`config.mk`:
```
export PLATFORM = sky130hd
export DESIGN_NAME = alu_top
export DESIGN_NICKNAME = d
export VERILOG_FILES = /design/src/rtl/alu_pkg.sv /design/src/rtl/alu_arith.sv /design/src/rtl/alu_logic.sv /design/src/rtl/alu_shift.sv /design/src/rtl/alu_extend.sv /design/src/rtl/alu_top.sv
export SDC_FILE = /design/constraint.sdc
export NUM_CORES = 1
export LEC_CHECK = 0
export BUFFER_PORTS_ARGS = -buffer_cell sky130_fd_sc_hd__buf_4
export CORE_MARGIN = 3
export CORE_UTILIZATION = 35
export DETAILED_ROUTE_END_ITERATION = 7
export HOLD_SLACK_MARGIN = 0.06
export PLACE_DENSITY_LB_ADDON = 0.08
export SYNTH_ARGS = -nofsm -noshare
export SYNTH_HDL_FRONTEND = slang
export SYNTH_SLANG_ARGS = --single-unit
```
`constraint.sdc`:
```
create_clock -name clk -period 4.4 [get_ports clk]
set_input_delay 0.22 -clock clk [delete_from_list [all_inputs] [get_ports clk]]
set_output_delay 0.22 -clock clk [all_outputs]
set_load 0.005 [all_outputs]
```
`src/rtl/alu_pkg.sv`:
```
package alu_pkg;

    typedef enum logic [3:0] {
        FN_ADD  = 4'd0,
        FN_SUB  = 4'd1,
        FN_LTU  = 4'd2,
        FN_LTS  = 4'd3,
        FN_AND  = 4'd4,
        FN_OR   = 4'd5,
        FN_XOR  = 4'd6,
        FN_NOR  = 4'd7,
        FN_SHL  = 4'd8,
        FN_SHR  = 4'd9,
        FN_SHRA = 4'd10,
        FN_EXTB = 4'd11,
        FN_EXTH = 4'd12
    } alu_fn_e;

    typedef enum logic {
        OUT_IDLE  = 1'b0,
        OUT_VALID = 1'b1
    } out_state_e;

endpackage

```
`src/rtl/alu_arith.sv`:
```
// Adder, subtractor and both set-less-than comparisons share one subtraction.
module alu_arith #(
    parameter int W = 32
) (
    input  logic [W-1:0] a,
    input  logic [W-1:0] b,
    output logic [W-1:0] sum,
    output logic [W-1:0] diff,
    output logic         lt_u,
    output logic         lt_s
);
    logic [W:0] wide_diff;

    always_comb begin
        sum       = a + b;
        wide_diff = {1'b0, a} - {1'b0, b};
        diff      = wide_diff[W-1:0];
        // A borrow out of the top bit means a < b unsigned.
        lt_u      = wide_diff[W];
        // Mixed signs decide directly; equal signs cannot overflow.
        lt_s      = (a[W-1] ^ b[W-1]) ? a[W-1] : wide_diff[W-1];
    end
endmodule

```
`src/rtl/alu_logic.sv`:
```
module alu_logic #(
    parameter int W = 32
) (
    input  logic [W-1:0] a,
    input  logic [W-1:0] b,
    output logic [W-1:0] r_and,
    output logic [W-1:0] r_or,
    output logic [W-1:0] r_xor,
    output logic [W-1:0] r_nor
);
    always_comb begin
        r_and = a & b;
        r_or  = a | b;
        r_xor = a ^ b;
        r_nor = ~(a | b);
    end
endmodule

```
`src/rtl/alu_shift.sv`:
```
// One right-shifting barrel serves all three shifts; a left shift is done by
// reversing the bit order around the barrel.
module alu_shift #(
    parameter int W   = 32,
    parameter int SHW = $clog2(W)
) (
    input  logic [W-1:0]   a,
    input  logic [SHW-1:0] amt,
    input  logic           left,
    input  logic           arith,
    output logic [W-1:0]   y
);
    logic [W-1:0] rev_in;
    logic [W-1:0] rev_out;
    logic [W-1:0] stg [0:SHW];
    logic         fill;

    generate
        for (genvar i = 0; i < W; i++) begin : g_rev
            assign rev_in[i]  = a[W-1-i];
            assign rev_out[i] = stg[SHW][W-1-i];
        end
    endgenerate

    assign fill   = arith & ~left & a[W-1];
    assign stg[0] = left ? rev_in : a;

    generate
        for (genvar s = 0; s < SHW; s++) begin : g_stage
            localparam int D = 1 << s;
            assign stg[s+1] = amt[s] ? {{D{fill}}, stg[s][W-1:D]} : stg[s];
        end
    endgenerate

    assign y = left ? rev_out : stg[SHW];
endmodule

```
`src/rtl/alu_extend.sv`:
```
module alu_extend #(
    parameter int W  = 32,
    parameter int NB = 8,
    parameter int NH = 16
) (
    input  logic [NH-1:0] a_low,
    output logic [W-1:0]  ext_b,
    output logic [W-1:0]  ext_h
);
    always_comb begin
        ext_b = {{(W-NB){a_low[NB-1]}}, a_low[NB-1:0]};
        ext_h = {{(W-NH){a_low[NH-1]}}, a_low};
    end
endmodule

```
`src/rtl/alu_top.sv`:
```
module alu_top
    import alu_pkg::*;
#(
    parameter int W  = 32,
    parameter int FW = 4
) (
    input  logic          clk,
    input  logic          rst_n,
    input  logic          in_valid,
    input  logic [FW-1:0] fn,
    input  logic [W-1:0]  opa,
    input  logic [W-1:0]  opb,
    input  logic [W-1:0]  imm,
    input  logic          use_imm,
    output logic          res_valid,
    output logic [W-1:0]  res_data,
    output logic          res_illegal
);
    localparam int SHW = $clog2(W);
    localparam int NB  = 8;
    localparam int NH  = 16;

    logic [W-1:0] opnd_b;
    logic [W-1:0] sum, diff, r_and, r_or, r_xor, r_nor, r_shift, ext_b, ext_h;
    logic         lt_u, lt_s;
    logic         sh_left, sh_arith;
    logic [W-1:0] next_data;
    logic         next_illegal;

    out_state_e state_q, state_d;
    logic [W-1:0] data_q;
    logic         illegal_q;

    assign opnd_b   = use_imm ? imm : opb;
    assign sh_left  = (fn == FN_SHL);
    assign sh_arith = (fn == FN_SHRA);

    alu_arith #(.W(W)) u_arith (
        .a(opa), .b(opnd_b), .sum(sum), .diff(diff), .lt_u(lt_u), .lt_s(lt_s)
    );

    alu_logic #(.W(W)) u_logic (
        .a(opa), .b(opnd_b), .r_and(r_and), .r_or(r_or), .r_xor(r_xor), .r_nor(r_nor)
    );

    alu_shift #(.W(W), .SHW(SHW)) u_shift (
        .a(opa), .amt(opnd_b[SHW-1:0]), .left(sh_left), .arith(sh_arith), .y(r_shift)
    );

    alu_extend #(.W(W), .NB(NB), .NH(NH)) u_extend (
        .a_low(opa[NH-1:0]), .ext_b(ext_b), .ext_h(ext_h)
    );

    // Result selection
    always_comb begin
        next_data    = '0;
        next_illegal = 1'b0;
        unique case (alu_fn_e'(fn))
            FN_ADD:  next_data = sum;
            FN_SUB:  next_data = diff;
            FN_LTU:  next_data = {{(W-1){1'b0}}, lt_u};
            FN_LTS:  next_data = {{(W-1){1'b0}}, lt_s};
            FN_AND:  next_data = r_and;
            FN_OR:   next_data = r_or;
            FN_XOR:  next_data = r_xor;
            FN_NOR:  next_data = r_nor;
            FN_SHL,
            FN_SHR,
            FN_SHRA: next_data = r_shift;
            FN_EXTB: next_data = ext_b;
            FN_EXTH: next_data = ext_h;
            default: next_illegal = 1'b1;
        endcase
    end

    // Output state transitions: T_ACCEPT / T_DRAIN
    always_comb begin
        unique case (state_q)
            OUT_IDLE:  state_d = in_valid ? OUT_VALID : OUT_IDLE;
            OUT_VALID: state_d = in_valid ? OUT_VALID : OUT_IDLE;
            default:   state_d = OUT_IDLE;
        endcase
    end

    // State register
    always_ff @(posedge clk) begin
        if (!rst_n) begin
            state_q <= OUT_IDLE;
        end else begin
            state_q <= state_d;
        end
    end

    // Output registers
    always_ff @(posedge clk) begin
        if (!rst_n) begin
            data_q    <= '0;
            illegal_q <= 1'b0;
        end else if (in_valid) begin
            data_q    <= next_data;
            illegal_q <= next_illegal;
        end
    end

    assign res_valid   = (state_q == OUT_VALID);
    assign res_data    = data_q;
    assign res_illegal = illegal_q;
endmodule

```
=== Yosys cells after proc, flatten, opt, wreduce, memory -nomap -nowiden ===
Cells that the tools add are included.

* Flip-flop bits (word level): 34
* Bits in latches: 0
* RAM bits: 0
* Bits in read-only memories: 0
* Input port bits: 104
* Output and inout port bits: 34
* Memories kept: 0

* $add $sub $neg: 2
* $mul: 0
* Divide/modulo/power cells: 0
* $lt $le $gt $ge: 0
* Equality and inequality tests: 12
* Shift-type cells: 0
* Muxes and demuxes: 12
* Bitwise logic cells: 8
* Reductions and logical operators: 3

{| class="wikitable"
|+ Operator list
! operator !! number
|-
| case mux 32 bit (11 select lines) || 1
|-
| 2-to-1 mux 32 bit || 8
|-
| subtractor 32 x 32 -> 33 bit || 1
|-
| adder 32 bit || 1
|-
| AND 32 bit || 1
|-
| NOT 32 bit || 1
|-
| bitwise OR 32 bit || 1
|-
| bitwise XOR 32 bit || 1
|-
| equality test 4 bit, second input constant || 5
|-
| equality test 4 x 3 -> 1 bit, second input constant || 4
|-
| OR reduction 13 bit || 1
|-
| equality test 4 x 2 -> 1 bit, second input constant || 2
|-
| equality test 4 x 1 -> 1 bit, second input constant || 1
|-
| logical NOT 4 bit || 1
|-
| 2-to-1 mux 1 bit || 3
|-
| OR reduction 3 bit || 1
|-
| AND 1 bit || 2
|-
| NOT 1 bit || 1
|-
| bitwise XOR 1 bit || 1
|}

=== Longest topological paths before layout ===
* Word-level depth: 11
* Mapped depth: 22
* Depth with buffers taken out: 19

=== Hierarchy ===
A second synthesis with hierarchy kept.

* Cell total of the unflattened synthesis: 1,783
* Area total of the unflattened synthesis: 13,628.1 µm²

{| class="wikitable"
|+ By module, submodules not included
! module !! times used !! cells each !! area each (µm²) !! sequential area each (µm²)
|-
| alu_top || 1 || 523 || 4,276.6 || 680.7
|-
| alu_arith || 1 || 543 || 3,714.8 || 0.0
|-
| alu_shift || 1 || 461 || 3,594.7 || 0.0
|-
| alu_logic || 1 || 192 || 1,561.5 || 0.0
|-
| alu_extend || 1 || 64 || 480.5 || 0.0
|}

=== Worst setup path after synthesis ===
Ideal clock, no wire load.

* Path kind: input-to-reg
* Start: in use_imm
* End: reg data_q[0] (netlist: res_data[0])
* Setup time: 0.124 ns
* Data arrival time: 4.730 ns
* Data required time: 4.276 ns
* Path slack: -0.454 ns
* Cell stages on the path: 20
* Buffers on the path: 4
* Path through: buf_6 > clkbuf_1 > mux2i_1 > clkbuf_1 > clkbuf_1 > ha_1 > o31ai_1 > o221ai_1 > a311oi_1 > a211oi_1 > nor3_1 > o21bai_1 > a211oi_1 > a211oi_1 > fa_1 > nand2_1 > o21ai_0 > a221oi_1 > o311a_1 > a31oi_1

* Longest elaborated chain between the ends: 8
* Elaborated cells between the ends (all ways): 16
* Classes of those cells: add/sub (2); mux (9); bitwise (5)

{| class="wikitable"
|+ Ends and longest elaborated chain
! what !! line !! text
|-
| start, declared || alu_top.sv:14 || <nowiki>input logic use_imm,</nowiki>
|-
| 2-to-1 mux 32 bit (*) || alu_top.sv:34 || <nowiki>assign opnd_b = use_imm ? imm : opb;</nowiki>
|-
| branches (longest 6 deep; another with subtractor 32 x 32 -> 33 bit) || - ||
|-
| case mux 32 bit (11 select lines) (*) || alu_top.sv:58 || <nowiki>unique case (alu_fn_e'(fn))</nowiki>
|-
| end signal, assigned || alu_top.sv:100 || <nowiki>data_q <= next_data;</nowiki>
|-
| end, declared || alu_top.sv:31 || <nowiki>logic [W-1:0] data_q;</nowiki>
|}

Mark *: on every way between the ends.
A chain may end at the register's enable or synchronous reset.

=== Worst setup path in the final report ===
Same ends and word-level chain as after synthesis.

==> results by group <==
Outcome
  – Status: finished clean

CTS
  – TritonCTS clock tree: built
  – H-Tree Depth: 2
  – TritonCTS Sinks: 34
  – CTS Buf Count: 5
  – Clock Path Buffers: 2
  – Worst-Skew Late Latency: 0.29 ns
  – CTS root buf: clkbuf_16
  – Hold_buf cts: 0
  – Clock transition at path regs: 0.07 ns

Timing
  – RSZ-0062 raised after global routing: false
  – Max Fclk: 245 MHz
  – Worst Max-Slew Pin Slew: 0.991 ns
  – Setup_tns: 0 ns
  – Post-route minimum period: 4.08 ns
  – Slew margin rel.: 33.9%
  – Worst Skew: 0 ns
  – Final period util: 92.8%
  – Fin. Hold Viols: 0
  – Final Setup Violations: 0
  – Fin. max-slew vios: 0

Synthesis
  – Yosys reg bits: 34
  – Mapped cell area: 9950 um2
  – Sequential area share after synthesis: 6.84%
  – Distinct cells, synth: 74
  – Cell accounting for the most synthesized area: ha_1
  – Asr flop ratio synth: 0%
  – Post-synth EDFFs: 0
  – Main synth FF type: dfxtp_1
  – Synth top area share: 12.3%
  – Syn avg cell area: 6.90 um2
  – Synth top area cells: ha_1 (12%), mux2i_1 (10%), o21ai_0 (7.3%)
  – Synth warn: 0
  – Cells after Synth: 1,443
  – Post-synth net total: 1,648

Die
  – Core ar.: 27,900 um2
  – Ports: 138
  – Die ar.: 30,500 um2
  – Die height: 175 um
  – Initial core utilization: 35.6%
  – Site Rows: 61
  – Die W: 175 um

Layout
  – Most common cell after layout, fill and taps aside: buf_4
  – Core Util, Final: 43.2%
  – Layout fillers: 2,994
  – Final instance area: 12,100 um2
  – Share of layout cells above drive strength 1: 18.9%
  – Most frequent cells in the layout: buf_4 (227), nand2_1 (157), o21ai_0 (146), a21oi_1 (125)
  – Fin nets: 1,783
  – Antenna cells: 0
  – FF/Latch Area: 681 um2
  – P&R area growth vs syn: 21.3%
  – Final Instance Count excl. Fillers: 1,957
  – Multi-input gate area: 8540 um2

Power
  – Power per Cell Area: 202 nW/um2
  – Switching Share: 49.7%
  – VDD IR max: 0.150 mV
  – Comb pwr share: 70.2%
  – P_int: 1230 uW
  – Share of power burned in registers: 14.0%
  – Power Total: 2440 uW
  – Switching power: 1210 uW
  – P_leak: 0.00535 uW
  – Clock network power share: 15.8%

Detailed routing
  – Met3 Wirelength: 3680 um
  – Vias/cell: 6.07
  – DRC violations left: 0
  – 1st-iter DRT viols: 1,337
  – DR WL met2: 20,900 um
  – Detail Route Antenna Nets: 0
  – WL met1: 21,500 um
  – Final wirelength: 47,300 um
  – Detailed-route via count: 11,900
  – Routed wire per std cell: 24.2 um
  – Detailed-router iteration count before antenna repair: 6
  – Top layer in use: met5

Global routing
  – First-pass GRT wire length: 71,000 um
  – Total GRT Usage: 29.9%
  – Vias in the first global route: 11,200
  – Grt ovf: 0
  – Antenna violations before repair: 1
  – Pin count of the biggest net entering global routing: 98

Placed design
  – Port bufs: 137
  – GPL Wtd Cong: 0.980
  – Dpl cell area: 11,800 um2
  – Dpl hpwl: 37,700 um
  – Placed instance count: 1,943

Worst setup path
  – Worst-path maximum fanout: 7
  – Critical Path AT: 4.26 ns
  – Worst Setup Start Kind: input port
  – Critical Path End Type: flop
  – Crit path required time: 4.58 ns
  – Worst r2r src: res_data[25]
  – Critical path class: input port to flop
  – Worst setup path startpoint: use_imm

Hold path
  – Hold Path Class: input port to flop
  – Worst hold start: opa[5]

Run
  – Number of max-cap violations: 0
==> worst max-delay path, cell delays in order <==
cell	delay, ns
buf_6	0.16
mux2i_4	0.27
ha_1	0.27
o21bai_1	0.15
a21oi_1	0.14
o31ai_2	0.20
buf_4	0.17
o221ai_1	0.20
a311oi_2	0.25
buf_4	0.18
a211oi_2	0.12
nor3_2	0.22
o21bai_1	0.09
a211oi_1	0.23
a211oi_1	0.10
buf_4	0.16
fa_1	0.38
nand2_1	0.06
o21ai_0	0.08
a221oi_1	0.32
o311a_1	0.22
a31oi_1	0.07
==> final cells by class <==
class | count | area share, %
timing repair buffer | 234 | 15.2
clock inverter | 1 | 0.0415
sequential | 34 | 5.64
tap | 378 | 3.92
multi-input combinational | 1199 | 70.8
clock buffer | 7 | 1.18
inverter | 104 | 3.28
==> registers in the layout (all words and copies together), names as in the netlist <==
signal       cells
res_data        32
res_illegal      1
res_valid        1
==> stage by stage <==
| stage | hold WS (ns) | worst slack [ns] |
|---|---|---|
| after floorplan | 0.428 | 0.0423 |
| after global placement | 0.482 | -0.0953 |
| after detailed placement | 0.501 | -0.197 |
| after CTS | 0.362 | 0.0767 |
| after global routing | 0.390 | 0.00635 |
| final | 0.367 | 0.317 |
==> Yosys cell counts, types with 4 or more instances <==
| master | instances |
|---|---|
| a221oi_1 | 19 |
| o22ai_1 | 12 |
| o221ai_1 | 13 |
| and2_1 | 11 |
| o21ai_0 | 146 |
| a2111oi_0 | 4 |
| mux2i_1 | 103 |
| mux2_2 | 7 |
| o21bai_1 | 18 |
| nor2b_1 | 30 |
| buf_2 | 9 |
| ha_1 | 98 |
| or2_2 | 4 |
| nand2b_1 | 12 |
| mux4_1 | 5 |
| mux4_2 | 20 |
| a21oi_1 | 125 |
| clkbuf_1 | 82 |
| dfxtp_1 | 34 |
| nand4_1 | 11 |
| a311oi_1 | 8 |
| o31ai_1 | 12 |
| inv_1 | 101 |
| nand2_1 | 157 |
| o21a_1 | 10 |
| or3_1 | 5 |
| a22oi_1 | 8 |
| and3_1 | 10 |
| xnor2_1 | 15 |
| o211ai_1 | 15 |
| nor2_1 | 101 |
| a31oi_1 | 28 |
| buf_1 | 10 |
| a211oi_1 | 36 |
| a221o_1 | 12 |
| nand3_1 | 35 |
| nor3_1 | 31 |
| a21o_1 | 20 |
| a21boi_0 | 5 |
==> routing by layer <==
layer / track usage [%] / vias to the layer above
li1: - / 5574
met1: 43.6 / 5652
met2: 47.4 / 591
met3: 3.65 / 69
met4: 5.85 / 2
met5: 0 / -
==> worst paths after layout <==
check            endpoint  slack, ns  cells past startpoint
max           res_data[0]       0.32                     22
min           res_data[5]       0.37                      3
max reg2reg  res_data[25]       2.35                      5
min reg2reg   res_illegal       0.51                      2
==> cells by family after synthesis <==
logic type / share of synthesized area [%]
AOI/OAI and AO/OA: 33.6
and+or+nand+nor: 19.1
buffers and inverters: 8.35
muxes: 17.6
adders and majority gates: 12.9
DFF: 6.84
xor gates and xnor gates: 1.50
==> power by group through the flow <==
stage | Sequential [uW] | Clock [uW] | Combinational [uW]
3_5_place_dp | 349 | 0 | 1670
4_1_cts | 343 | 382 | 1670
5_1_grt | 344 | 397 | 1860
2_1_floorplan | 345 | 0 | 1030
6_report | 343 | 386 | 1720
3_3_place_gp | 349 | 0 | 1670
==> timing repair <==
action / in CTS / in global routing
endpoints found under the setup margin: 0 / 2
gates resized for setup: 0 / 7
setup buffers: 0 / 6
Power figures use the tool's default switching activity.
